===== src/rtl/lut_pair_cell.sv =====
module lut_pair_cell #(
  parameter int NPIN = 4,
  parameter int NEVT = 2,
  parameter int NPER = 1,
  parameter int FILT_LEN = 4,
  localparam int NSRC = NPIN + NEVT + NPER + 1,
  localparam int SELW = $clog2(NSRC)
) (
  input  logic                clk,
  input  logic                rst_n,
  input  logic [NPIN-1:0]     pin_in,
  input  logic [NEVT-1:0]     evt_in,
  input  logic [NPER-1:0]     per_in,
  input  logic [6*SELW-1:0]   cfg_sel,
  input  logic [15:0]         cfg_truth,
  input  logic [1:0]          cfg_sync,
  input  logic [1:0]          cfg_filt,
  input  logic [1:0]          cfg_edge,
  input  logic [2:0]          cfg_mode,
  output logic [1:0]          lut_q,
  output logic                unit_out
);
  localparam int NSPAN = 1 << SELW;
  localparam logic [2:0] M_JK = 3'd1, M_RS = 3'd2, M_DL = 3'd3, M_GD = 3'd4;

  logic             fb_q;
  logic [NSPAN-1:0] srcx;
  assign srcx = NSPAN'({fb_q, per_in, evt_in, pin_in});

  for (genvar t = 0; t < 2; t++) begin : g_lut
    logic [SELW-1:0]     s0, s1, s2;
    logic [7:0]          tt;
    logic [2:0]          idx;
    logic                raw, s_out, f_out, fval, fprev;
    logic [1:0]          sy;
    logic [FILT_LEN-2:0] hist;
    logic [FILT_LEN-1:0] nh;

    assign s0 = cfg_sel[(3*t+0)*SELW +: SELW];
    assign s1 = cfg_sel[(3*t+1)*SELW +: SELW];
    assign s2 = cfg_sel[(3*t+2)*SELW +: SELW];
    assign tt = cfg_truth[8*t +: 8];
    assign idx = {srcx[s2], srcx[s1], srcx[s0]};
    assign raw = tt[idx];

    assign s_out = cfg_sync[t] ? sy[1] : raw;
    assign nh = {hist, s_out};
    assign f_out = cfg_filt[t] ? fval : s_out;
    assign lut_q[t] = cfg_edge[t] ? (f_out & ~fprev) : f_out;

    always_ff @(posedge clk) begin
      if (!rst_n) begin
        sy    <= '0;
        hist  <= '0;
        fval  <= 1'b0;
        fprev <= 1'b0;
      end else begin
        sy    <= {sy[0], raw};
        hist  <= nh[FILT_LEN-2:0];
        fprev <= f_out;
        if (&nh)       fval <= 1'b1;
        else if (~|nh) fval <= 1'b0;
      end
    end
  end

  logic a, b, q_reg, q_next, seq_o;
  assign a = lut_q[0];
  assign b = lut_q[1];

  always_comb begin
    q_next = q_reg;
    seq_o  = a;
    case (cfg_mode)
      M_JK: begin
        seq_o = q_reg;
        if (a && !b)      q_next = 1'b1;
        else if (!a && b) q_next = 1'b0;
        else if (a && b)  q_next = ~q_reg;
      end
      M_RS: begin
        seq_o  = b ? 1'b0 : (a ? 1'b1 : q_reg);
        q_next = seq_o;
      end
      M_DL: begin
        seq_o  = b ? a : q_reg;
        q_next = seq_o;
      end
      M_GD: begin
        seq_o  = q_reg;
        q_next = b ? a : q_reg;
      end
      default: ;
    endcase
  end

  assign unit_out = seq_o;

  always_ff @(posedge clk) begin
    if (!rst_n) begin
      q_reg <= 1'b0;
      fb_q  <= 1'b0;
    end else begin
      q_reg <= q_next;
      fb_q  <= seq_o;
    end
  end
endmodule


===== config.mk =====
export PLATFORM = sky130hd
export DESIGN_NAME = lut_pair_cell
export DESIGN_NICKNAME = d
export VERILOG_FILES = /design/src/rtl/lut_pair_cell.sv
export SDC_FILE = /design/constraint.sdc
export NUM_CORES = 1
export LEC_CHECK = 0
export BUFFER_PORTS_ARGS = -buffer_cell sky130_fd_sc_hd__clkbuf_2
export CAP_MARGIN = 5
export CORE_MARGIN = 2
export CORE_UTILIZATION = 29
export CTS_CLUSTER_SIZE = 40
export DETAILED_ROUTE_END_ITERATION = 10
export PLACE_DENSITY_LB_ADDON = 0.2
export SETUP_SLACK_MARGIN = 0.15
export SLEW_MARGIN = 40
export SYNTH_ARGS = -nofsm -noshare
export SYNTH_HDL_FRONTEND = slang
export SYNTH_SLANG_ARGS = --single-unit

===== constraint.sdc =====
create_clock -name clk -period 2.2 [get_ports clk]
set_input_delay 0.11 -clock clk [delete_from_list [all_inputs] [get_ports clk]]
set_output_delay 0.11 -clock clk [all_outputs]
set_load 0.005 [all_outputs]

# After elaboration in Yosys (flattened, before gate mapping)
# Cells that the tools add are included.
# word_totals
ff_bits	16
inputBits	52
output_inout_bits	3
# classes
order_cmp	8
n_eq_ne	7
mux	34
bitwise_logic	5
n_reduce_logical	13
# op_table
op	n
$lt 3x4->1 const B	8
$bmux 1 s3	8
$mux 1	24
$reduce_and 4->1	2
$reduce_or 4->1	2
$eq 3x2->1 const B	2
$pmux 1 s3	2
$ne 2x2->1 const B	2
$ne 4x4->1 const B	1
$reduce_or 2->1	2
$eq 3x1->1 const B	1
$eq 3x3->1 const B	1
$logic_and 1x1->1	3
$not 1->1	3
$reduce_bool 3->1	1
$and 1x1->1	2
$logic_not 1->1	2
$reduce_and 2->1	1

# Logic depth before layout (Yosys ltp)
# Gate-level depths: netlist of run 1.
# logic_depth
depth_word	13
ltp_mapped	10
depth_no_buf	9

# Worst setup path after synthesis of run 1
# Ideal clock, no wire load.
# synth_timing
path_kind	register -> output
from	register fb_q
to	output port unit_out
arrival_ns	2.357
setup_slack_ns	-0.267
stages_incl_launch_ff	10
n_path_buf	0
path_cell_list	dfxtp_1 > mux4_1 > mux2i_4 > mux2i_1 > mux2i_1 > mux2i_1 > o21ai_4 > a21oi_1 > nor3b_1 > a311o_1
# synth_via
word_cells_on_any_way	28
# synth_lines
element	line	rtl
from (decl)	26	logic fb_q;
from (signal assigned)	105	fb_q <= seq_o;
$bmux 1 s3	43	assign idx = {srcx[s2], srcx[s1], srcx[s0]};
$mux 1 (implied by the code)	43	
$bmux 1 s3 *	44	assign raw = tt[idx];
$mux 1 (implied by the code) *	44	
$mux 1 *	46	assign s_out = cfg_sync[t] ? sy[1] : raw;
$mux 1 *	48	assign f_out = cfg_filt[t] ? fval : s_out;
$and 1x1->1	49	assign lut_q[t] = cfg_edge[t] ? (f_out & ~fprev) : f_out;
$mux 1 *	49	
named net b	67	logic a, b, q_reg, q_next, seq_o;
$mux 1, on equally long branches	n/a	
$pmux 1 s3 *	74	case (cfg_mode)
to (decl)	21	output logic unit_out
# The timed path passes the listed nets; every way through them passes the cells marked *. The select of a mux whose other input is x is not followed.

# Worst setup path in the final report of run 1
# layout_timing
from	register fb_q
to	output port unit_out
# layout_via
elab_chain_cells	11
word_cells_on_any_way	28
# layout_lines
element	line	rtl
$bmux 1 s3	43	
$mux 1 (implied by the code)	43	
$bmux 1 s3	44	
$mux 1 (implied by the code)	44	
$mux 1	46	
$mux 1	48	
$and 1x1->1	49	
$mux 1	49	
$mux 1 (2 in a row)	82	seq_o = b ? 1'b0 : (a ? 1'b1 : q_reg);
$pmux 1 s3 *	74	
# Every way passes the cells marked *; elsewhere a longest branch is shown, timed or not. The select of a mux whose other input is x is not followed.

==> run_results.csv, run 1 <==
group,metric,value,unit
sta,slew_viol_final,0,
worst_setup_path,critPathBufInv,4,
drt,drc_errors,0,
synth,synth_edf_count,0,
drt,dr_wl_met3,270,µm
grt,grt_antenna_before_repair,0,
run_status,status,"finished, violations left",
worst_setup_path,slowest_stage,"mux4_2",
place,io_buffers,54,
sta,setup_viol_count_final,11,
grt,grt_pass1_vias,1354,
power,power_density,520,nW/µm²
place,place_area,1750,µm²
synth,syn-cell-area,1320,µm²
place,dpl.hpwl,2990,µm
place,dp_slack,-0.384,ns
synth,seq_area_frac_synth,0.242,
drt,top_layer,"met4",
worst_setup_path,reg2regPathDepth,11,
synth,yosys-top-cells-count,"mux2i_1 (27), dfxtp_1 (16), nor2_1 (11)",
worst_setup_path,cpMostUsedCell,"buf_4",
die,dieWidth,71.5,µm
synth,synth.distinct_cells,34,
finish,final_area,1960,µm²
sta,min_period,2.79,ns
synth,synth_area_leader_cell,"dfxtp_1",
power,sw_frac_of_total,0.290,
sta,fmax,358,MHz
worst_setup_path,crit_chain,"buf_4 > buf_4 > mux4_2 > mux2i_4 > mux2i_1 > mux2i_2 > o21ai_2 > inv_1 > o22ai_2 > a311o_1 > clkbuf_2",
power,ir_drop,0.163,mV
clock_network,path_clk_slew,0.06,ns
finish,fin_nets,264,
synth,async_reset_ff_frac,0,
drt,wl_per_cell,14.5,µm
clock_network,insertion_delay,0.24,ns
power,switchingPower,296,µW
finish,regMostFlops,"g_lut.hist",
worst_setup_path,path_class,"reg -> out",
grt,grt_max_degree,12,
worst_setup_path,cpLargestDelayFamily,"multiplexers",
worst_setup_path,cp_num_cells,11,
clock_network,root_buffer,"clkbuf_8",
place,routabilityCongestion,0.825,
die,initial_core_util,0.301,
drt,final_antenna_net_count,0,
worst_setup_path,cp.required,2.09,ns
worst_setup_path,crit_path_end_kind,"primary output",
finish,fillers,428,
sta,skew,0.000765,ns
sta,period_share,1.27,
die,core,4380,µm²
synth,yosysWarnings,0,
clock_network,cts_tree,"built",
clock_network,clk_path_buf_depth,2,
drt,drt_first_pass_iters,4,
die,fp.dieArea,5110,µm²
drt,drt_iter0_drc,50,
clock_network,hold_buffers,0,
power,intPower,724,µW
grt,track_usage,0.144,
hold_path,whs_path_depth,3,
drt,drt-met1-wl,1610,µm
synth,syn_inst,132,
finish,largest_reg_flops,6,
power,p_leak,0.000932,µW
power,pwr-share-clk,0.249,
synth,syn_avg_cell_area,10.0,µm²
worst_setup_path,worstPathMaxFanout,4,
grt,grt_pass1_wl,6030,µm
run,drv_cap,0,
grt,grt-ovfl-total,0,
drt,route.final.wire_length,3820,µm
clock_network,clock_sinks,16,
clock_network,cts_buffers,3,
sta,setup_slack,-0.593,ns
worst_setup_path,slowest_delay,0.49,ns
synth,synth_nets,184,
synth,synth-seq-cells,16,
run_status,violations,"setup timing",
finish,area_growth,48.4,%
synth,yosysMostFrequentCell,"mux2i_1",
die,num_rows,24,
sta,worst_slew_pin_slew,0.340,ns
die,dieHeight,71.5,µm
sta,hold_viol_final,0,
synth,synthTopCellsByArea,"dfxtp_1 (24%), mux2i_1 (20%), mux4_2 (15%)",
drt,viasPerCell,5.10,
sta,slew_headroom,0.769,
finish,antenna_cells,0,
finish,drive_gt1_frac,0.531,
worst_setup_path,start_kind,"flop",
drt,dr_wl_met2,1900,µm
power,p_seq_frac,0.319,
synth,yosys_most_used_dff,"dfxtp_1",
synth,yosysTopAreaCellShare,0.242,
hold_path,hold_path.class,"in -> reg",
clock_network,h-tree-depth,1,
power,combinationalPowerShare,0.432,
worst_setup_path,arrival,2.68,ns
drt,vias,1341,
finish,top_regs,"g_lut.hist (6), g_lut.sy (4)",
sta,rsz0062_at_grt,"true",
die,num_io_pins,55,
## worst min-delay path: cells and delay by family
family                 cells  cell delay, ns
AND/OR/NAND/NOR            1            0.08
multiplexers               1            0.08
buffers and inverters      1            0.12
## layer usage
metal / track usage / vias up
li1: - / 655
met1: 0.172 / 622
met2: 0.273 / 56
met3: 0.0225 / 8
met4: 0.0294 / 0
met5: 0 / -
## cell usage in the layout, fill, tap and decap left out, types with 2 or more instances in the layout
cell,instances
o21ai_1,2
and2_4,2
dfxtp_1,15
and2_1,7
nor3_1,3
a21oi_1,3
o31ai_1,3
mux4_2,10
clkbuf_2,53
o21ai_0,2
nand2_1,6
mux2i_1,21
nor3b_1,2
clkbuf_8,4
a31oi_1,2
nand3_1,3
inv_1,7
mux2i_2,3
buf_6,4
mux2i_4,4
and3_1,3
buf_4,25
nor2_1,10
## metrics by stage
| stage | util | TNS (ns) | hold WS [ns] | total power (µW) | instances |
|---|---|---|---|---|---|
| detailed placement | 0.400 | -1.59 | 0.431 | 675 | 249 |
| CTS | 0.436 | -2.94 | 0.178 | 991 | 261 |
| finish | 0.447 | -3.28 | 0.177 | 1020 | 263 |
| global route | 0.447 | -4.40 | 0.210 | 1070 | 263 |
| floorplan | - | -0.137 | 0.262 | 535 | 132 |
| global placement | 0.400 | -0.991 | 0.419 | 662 | 249 |
## path summary, 6_finish.rpt
path,from,endpoint,slack (ns)
worst min register to register,g_lut[0].sy[0]$_SDFF_PN0_,g_lut[0].sy[1]$_SDFF_PN0_,0.43
worst max-delay path,fb_q$_SDFF_PN0_,unit_out,-0.59
worst min-delay path,cfg_filt[0],g_lut[0].fprev$_SDFF_PN0_,0.18
worst max register to register,fb_q$_SDFF_PN0_,q_reg$_SDFFE_PN0P_,-0.50
## power by group through the flow
stage                     registers, µW  logic (µW)  clock network, µW
final                               325         440                254
after global routing                328         470                273
after CTS                           325         401                265
after detailed placement            333         342                  0
after global placement              331         331                  0
after floorplan                     328         206                  0
## repair_timing
action	4_1_cts	5_1_grt
gates resized for setup	9	9
endpoints found under the setup margin	11	13
pin swaps	4	6
setup buffers	8	2
## logic make-up after synthesis
group / synth area share
buf+inv: 0.0540
xor+xnor: 0.00663
simple gates: 0.154
flops: 0.242
mux: 0.415
compound gates: 0.128
## area by class of cell
class                      count  area (µm²)  area share
clock buffer                   4        55.1      0.0281
inverter                       7        26.3      0.0134
multi-input combinational    102         992       0.506
sequential                    16         324       0.165
tap                           52        65.1      0.0332
timing repair buffer          82         498       0.254
(Power assumes the default switching activity.)
==> run 2: changes to the inputs <==
--- a/config.mk
+++ b/config.mk
@@ -7,8 +7,10 @@
 export LEC_CHECK = 0
 export BUFFER_PORTS_ARGS = -buffer_cell sky130_fd_sc_hd__clkbuf_2
 export CAP_MARGIN = 5
+export CELL_PAD_IN_SITES_DETAIL_PLACEMENT = 2
+export CELL_PAD_IN_SITES_GLOBAL_PLACEMENT = 2
 export CORE_MARGIN = 2
-export CORE_UTILIZATION = 29
+export CORE_UTILIZATION = 25
 export CTS_CLUSTER_SIZE = 40
 export DETAILED_ROUTE_END_ITERATION = 10
 export PLACE_DENSITY_LB_ADDON = 0.2
==> run 2 against run 1 <==
  * The flow still finishes with violations (setup timing)
  * Largest cell class unchanged
  * Clock-buffer cell count did not move
  * Total power increased by 4.8%
  * Critical path type unchanged
  * Die area is 15% higher
  * Flip-flop and latch count is the same
  * First-iteration DRC count decreased by 56%
  * Maximum frequency decreased by 0.72%
  * Clock skew rose by 0.0011 ns
  * Global-route usage increased by 2.1 points
==> run_results.csv, run 2 (synthesis gave the netlist of run 1 again) <==
group,metric,value,unit
die,num_io_pins,55,
drt,viasPerCell,4.90,
drt,wl_per_cell,16.7,µm
grt,use_met2,0.324,
grt,track_usage,0.166,
clock_network,clk_path_buf_depth,2,
finish,antenna_cells,0,
worst_setup_path,r2r-start,"fb_q$_SDFF_PN0_",
worst_setup_path,arrival,2.70,ns
grt,grt_pass1_wl,7870,µm
finish,area_growth,51.2,%
run_status,violations,"setup timing",
sta,skew,0.00188,ns
drt,drt_iter0_drc,22,
drt,drt_first_pass_iters,2,
worst_setup_path,slowest_stage,"mux4_2",
power,power_density,535,nW/µm²
finish,layout.cells.most_common_list,"clkbuf_2 (54), mux2i_1 (24), buf_4 (20)",
worst_setup_path,crit_path_end_kind,"primary output",
sta,slew_headroom,0.771,
sta,rsz0062_at_grt,"true",
power,p_leak,0.000936,µW
place,io_buffers,54,
finish,largest_reg_flops,6,
sta,slew_viol_final,0,
place,dpl.hpwl,3750,µm
grt,grt_pass1_vias,1622,
die,dieWidth,76.7,µm
worst_setup_path,cp.required,2.09,ns
hold_path,hold_start,"cfg_filt[1]",
die,fp.dieArea,5880,µm²
worst_setup_path,critical_path.startpoint,"fb_q$_SDFF_PN0_",
grt,grt_use_met3,0.0282,
sta,fmax,355,MHz
finish,layout_commonest_cell,"clkbuf_2",
worst_setup_path,crit_chain,"mux4_2 > mux2i_4 > mux2i_1 > mux2i_1 > mux2i_2 > o21ai_4 > a21oi_2 > nor3b_1 > a311o_1 > clkbuf_2",
worst_setup_path,reg2reg_slack,-0.57,ns
place,place_area,1750,µm²
worst_setup_path,slowest_delay,0.49,ns
run_status,status,"finished, violations left",
clock_network,clock_sinks,16,
worst_setup_path,path_class,"reg -> out",
drt,final_antenna_net_count,0,
die,initial_core_util,0.259,
sta,period_share,1.28,
sta,hold_viol_final,0,
power,ir_drop,0.294,mV
clock_network,path_clk_slew,0.06,ns
clock_network,root_buffer,"clkbuf_8",
clock_network,hold_buffers,0,
sta,worst_slew_pin_slew,0.334,ns
grt,top_usage_layer,"met2",
sta,setup_slack,-0.614,ns
hold_path,holdPathEnd,"g_lut[1].fprev$_SDFF_PN0_",
drt,drc_errors,0,
drt,route.final.wire_length,4700,µm
grt,met1_usage,0.178,
finish,fin_nets,264,
place,routabilityCongestion,0.815,
hold_path,hold_path.class,"in -> reg",
die,core,5110,µm²
clock_network,insertion_delay,0.25,ns
grt,grt_antenna_before_repair,0,
worst_setup_path,cpMostUsedCell,"mux2i_1",
drt,vias,1376,
finish,final_area,2000,µm²
clock_network,cts_tree,"built",
sta,setup_viol_count_final,13,
worst_setup_path,worstPathMaxFanout,6,
clock_network,cts_buffers,3,
worst_setup_path,reg2regPathDepth,14,
hold_path,whs_path_depth,3,
worst_setup_path,start_kind,"flop",
finish,drive_gt1_frac,0.531,
worst_setup_path,r2r_end,"fb_q$_SDFF_PN0_",
grt,grt-ovfl-total,0,
die,num_rows,26,
finish,top_regs,"g_lut.hist (6), g_lut.sy (4)",
finish,regMostFlops,"g_lut.hist",
run,drv_cap,0,
clock_network,h-tree-depth,1,
finish,fillers,577,
sta,min_period,2.81,ns
grt,grt_max_degree,12,
die,dieHeight,76.7,µm
sta,fin_tns_setup,-4.19,ns
run 2: timing repair:
item                                   4_1_cts  5_1_grt
setup endpoints to repair                   11       13
pin swaps                                    6        7
buffers inserted                             9        4
endpoints found under the hold margin        0        0
resized for setup                           15        7
run 2: through the flow:
step	setup WS (ns)	hold slack (ns)	std cells	total power, µW	util
6_report	-0.614	0.203	281	1070	0.391
5_1_grt	-0.796	0.231	281	1130	0.391
4_1_cts	-0.605	0.176	277	1040	0.380
3_5_place_dp	-0.452	0.435	264	700	0.343
3_3_place_gp	-0.334	0.417	264	676	0.343
2_1_floorplan	-0.0642	0.262	132	535	-
run 2: area by class of cell:
cell class / count / area (µm²) / share of cell area
inverters: 7 / 26.3 / 0.0131
well taps: 70 / 87.6 / 0.0438
flip-flops and latches: 16 / 324 / 0.162
repair buffers: 82 / 510 / 0.255
multi-input cells: 102 / 995 / 0.498
clock buffers: 4 / 55.1 / 0.0276
run 2: worst max-delay path: cells and delay by family (launching register included):
| kind | cells | cell delay [ns] |
|---|---|---|
| compound gates | 3 | 0.56 |
| buf+inv | 1 | 0.12 |
| flops | 1 | 0.36 |
| simple gates | 1 | 0.07 |
| mux | 5 | 1.35 |
run 2: worst max path at each step:
stage | endpoint
finish | unit_out
global route | unit_out
CTS | unit_out
detailed placement | q_reg$_SDFFE_PN0P_
global placement | unit_out
floorplan | unit_out
run 2: where the power goes:
group	leakage, µW	switching, µW	internal (µW)
clock network	0.0000288	101	159
registers	0.000132	15.1	314
logic	0.000776	203	277
total	0.000936	319	749
run 2: per-layer routing:
metal  routed length, µm  vias up
li1                    -      653
met1                1920      674
met2                2520       36
met3                 131       13
met4                 119        0
met5                   0        -
==> run 3: changes to the inputs <==
--- a/config.mk
+++ b/config.mk
@@ -5,12 +5,13 @@
 export SDC_FILE = /design/constraint.sdc
 export NUM_CORES = 1
 export LEC_CHECK = 0
+export ABC_AREA = 1
 export BUFFER_PORTS_ARGS = -buffer_cell sky130_fd_sc_hd__clkbuf_2
 export CAP_MARGIN = 5
 export CELL_PAD_IN_SITES_DETAIL_PLACEMENT = 2
 export CELL_PAD_IN_SITES_GLOBAL_PLACEMENT = 2
 export CORE_MARGIN = 2
-export CORE_UTILIZATION = 25
+export CORE_UTILIZATION = 22
 export CTS_CLUSTER_SIZE = 40
 export DETAILED_ROUTE_END_ITERATION = 10
 export PLACE_DENSITY_LB_ADDON = 0.2
==> run 3 against run 2 <==
  * The flow finishes with violations (DRC)
  * Setup slack better by 0.65 ns
  * Sequential power hardly changed
  * First-iteration DRC count is 18% higher
  * Total power is 0.54% higher
  * Critical endpoint unchanged
==> run_results.csv, run 3 <==
group,metric,value,unit
clock_network,root_buffer,"clkbuf_8",
synth,async_reset_ff_frac,0,
run,drv_cap,0,
power,intPower,688,µW
worst_setup_path,start_kind,"flop",
clock_network,h-tree-depth,1,
hold_path,hold_path.class,"in -> reg",
synth,yosys_most_used_dff,"dfxtp_1",
drt,viasPerCell,4.66,
power,sw_frac_of_total,0.360,
finish,largest_reg_flops,6,
synth,syn-cell-area,1470,µm²
synth,syn_avg_cell_area,5.84,µm²
drt,drt_iter0_drc,26,
run_status,violations,"DRC",
worst_setup_path,crit_chain,"inv_4 > nand2_2 > nand3_2 > nand3_4 > nand2_4 > nand2_2 > nand3_2 > nand3b_1 > nand3_2 > nand3_4 > nand2_4 > nor2_4 > nand2_2 > nand3_4 > nand3b_4 > buf_6",
worst_setup_path,worstPathMaxFanout,5,
synth,synth_nets,304,
power,p_leak,0.00125,µW
power,switchingPower,386,µW
synth,yosysTopAreaCellShare,0.218,
synth,yosys-top-cells-count,"nand2_1 (79), inv_1 (43), nand3_1 (26)",
clock_network,clk_path_buf_depth,2,
synth,synth_area_leader_cell,"dfxtp_1",
power,p_seq_frac,0.305,
finish,multi_input_comb_area,1160,µm²
drt,wl_per_cell,14.2,µm
worst_setup_path,slowest_delay,0.39,ns
die,core,6420,µm²
finish,layout.cells.most_common_list,"nand2_1 (55), clkbuf_2 (53), inv_1 (40)",
place,routabilityCongestion,0.858,
clock_network,insertion_delay,0.25,ns
drt,vias,1876,
clock_network,path_clk_slew,0.07,ns
run_status,status,"finished, violations left",
sta,setup_slack,0.0359,ns
finish,antenna_cells,0,
power,ir_drop,0.143,mV
finish,regMostFlops,"g_lut.hist",
clock_network,cts_tree,"built",
clock_network,clock_sinks,16,
finish,layout_commonest_cell,"nand2_1",
synth,synthTopCellsByArea,"dfxtp_1 (22%), nand2_1 (20%), inv_1 (11%)",
synth,yosysMostFrequentCell,"nand2_1",
die,dieWidth,85.8,µm
place,place_area,1820,µm²
synth,synth-seq-cells,16,
grt,grt-ovfl-total,0,
sta,slew_headroom,0.716,
drt,drc_errors,2,
synth,syn_inst,252,
power,combinationalPowerShare,0.452,
sta,skew,0.00266,ns
sta,fmax,462,MHz
power,pwr-share-clk,0.244,
die,num_io_pins,55,
synth,yosysWarnings,0,
power,power_density,475,nW/µm²
grt,grt_pass1_wl,9250,µm
worst_setup_path,critPathBufInv,2,
synth,synth_edf_count,0,
die,num_rows,29,
worst_setup_path,arrival,2.05,ns
sta,period_share,0.984,
sta,worst_slew_pin_slew,0.423,ns
grt,track_usage,0.157,
power,p_total,1070,µW
drt,final_antenna_net_count,0,
finish,top_regs,"g_lut.hist (6), g_lut.sy (4)",
place,dpl.hpwl,4320,µm
sta,rsz0062_at_grt,"true",
finish,area_growth,53.6,%
finish,fin_nets,379,
grt,grt_antenna_before_repair,0,
finish,final_area,2260,µm²
synth,synth.distinct_cells,24,
drt,drt_first_pass_iters,7,
grt,grt_max_degree,10,
finish,drive_gt1_frac,0.445,
worst_setup_path,path_class,"reg -> out",
finish,fillers,809,
synth,seq_area_frac_synth,0.218,
die,dieHeight,85.8,µm
worst_setup_path,cpLargestDelayFamily,"simple AND/OR/NAND/NOR gates",
worst_setup_path,cp.required,2.09,ns
grt,grt_pass1_vias,2040,
sta,min_period,2.16,ns
clock_network,hold_buffers,0,
drt,route.final.wire_length,5740,µm
place,dp_slack,0.123,ns
sta,slew_viol_final,0,
finish,seq_area,324,µm²
place,io_buffers,54,
worst_setup_path,slowest_stage,"dfxtp_4",
sta,hold_viol_final,0,
clock_network,cts_buffers,3,
die,fp.dieArea,7360,µm²
worst_setup_path,crit_path_end_kind,"primary output",
die,initial_core_util,0.229,
sta,setup_viol_count_final,0,
[run 3: cell count changes after synthesis, moves of 12 or more]
cell	previous run	this run
nand2_1	6	79
inv_1	7	43
mux2i_1	27	0
nand3_1	3	26
nand3_2	0	13
a21oi_1	4	16
[run 3: area by class of cell]
cell class / count / area share
Clock buffer: 4 / 0.0244
Inverter: 48 / 0.0808
Multi-Input combinational cell: 185 / 0.515
Sequential cell: 16 / 0.143
Tap cell: 77 / 0.0426
Timing Repair Buffer: 73 / 0.194
[run 3: routing by layer]
metal	global-route usage	routed length (µm)	vias to the layer above
met1	0.190	2450	891
met5	0	0	-
met2	0.293	3120	32
met3	0.0173	144	2
met4	0.0404	25	0
li1	-	-	951
[run 3: through the flow]
stage / hold slack [ns] / TNS (ns) / std cells / utilization
floorplan: 0.321 / 0 / 252 / -
global placement: 0.399 / 0 / 380 / 0.283
CTS: 0.172 / 0 / 396 / 0.321
finish: 0.171 / 0 / 403 / 0.352
global route: 0.190 / -0.239 / 403 / 0.352
detailed placement: 0.410 / 0 / 380 / 0.283
[run 3: logic make-up after synthesis]
kind of cell | share of synthesized area
AOI/OAI and AO/OA | 0.140
DFF | 0.218
buffers and inverters | 0.136
and+or+nand+nor | 0.506
[run 3: worst paths after layout]
check                            start                        end  slack, ns  depth (start not counted)
max reg2reg            fb_q$_SDFF_PN0_            fb_q$_SDFF_PN0_       0.08                         19
max                    fb_q$_SDFF_PN0_                   unit_out       0.04                         16
min                              rst_n            fb_q$_SDFF_PN0_       0.17                          3
min reg2reg  g_lut[0].sy[0]$_SDFF_PN0_  g_lut[0].sy[1]$_SDFF_PN0_       0.42                          2
[run 3: worst min-delay path, stage by stage]
cell and delay (ns):
clkbuf_2 0.16, nand2_2 0.09, inv_1 0.03
[run 3: power groups by stage]
stage / Clock [µW] / Combinational [µW] / Sequential (µW)
2_1_floorplan: 0 / 212 / 326
3_3_place_gp: 0 / 327 / 330
3_5_place_dp: 0 / 333 / 331
4_1_cts: 274 / 405 / 325
5_1_grt: 285 / 544 / 329
6_report: 262 / 485 / 327
[run 3: timing repair]
action / CTS / global route
endpoints found under the setup margin: 4 / 6
resized for setup: 23 / 41
cloned: 0 / 0
buffers inserted: 12 / 7
pin swaps: 15 / 18
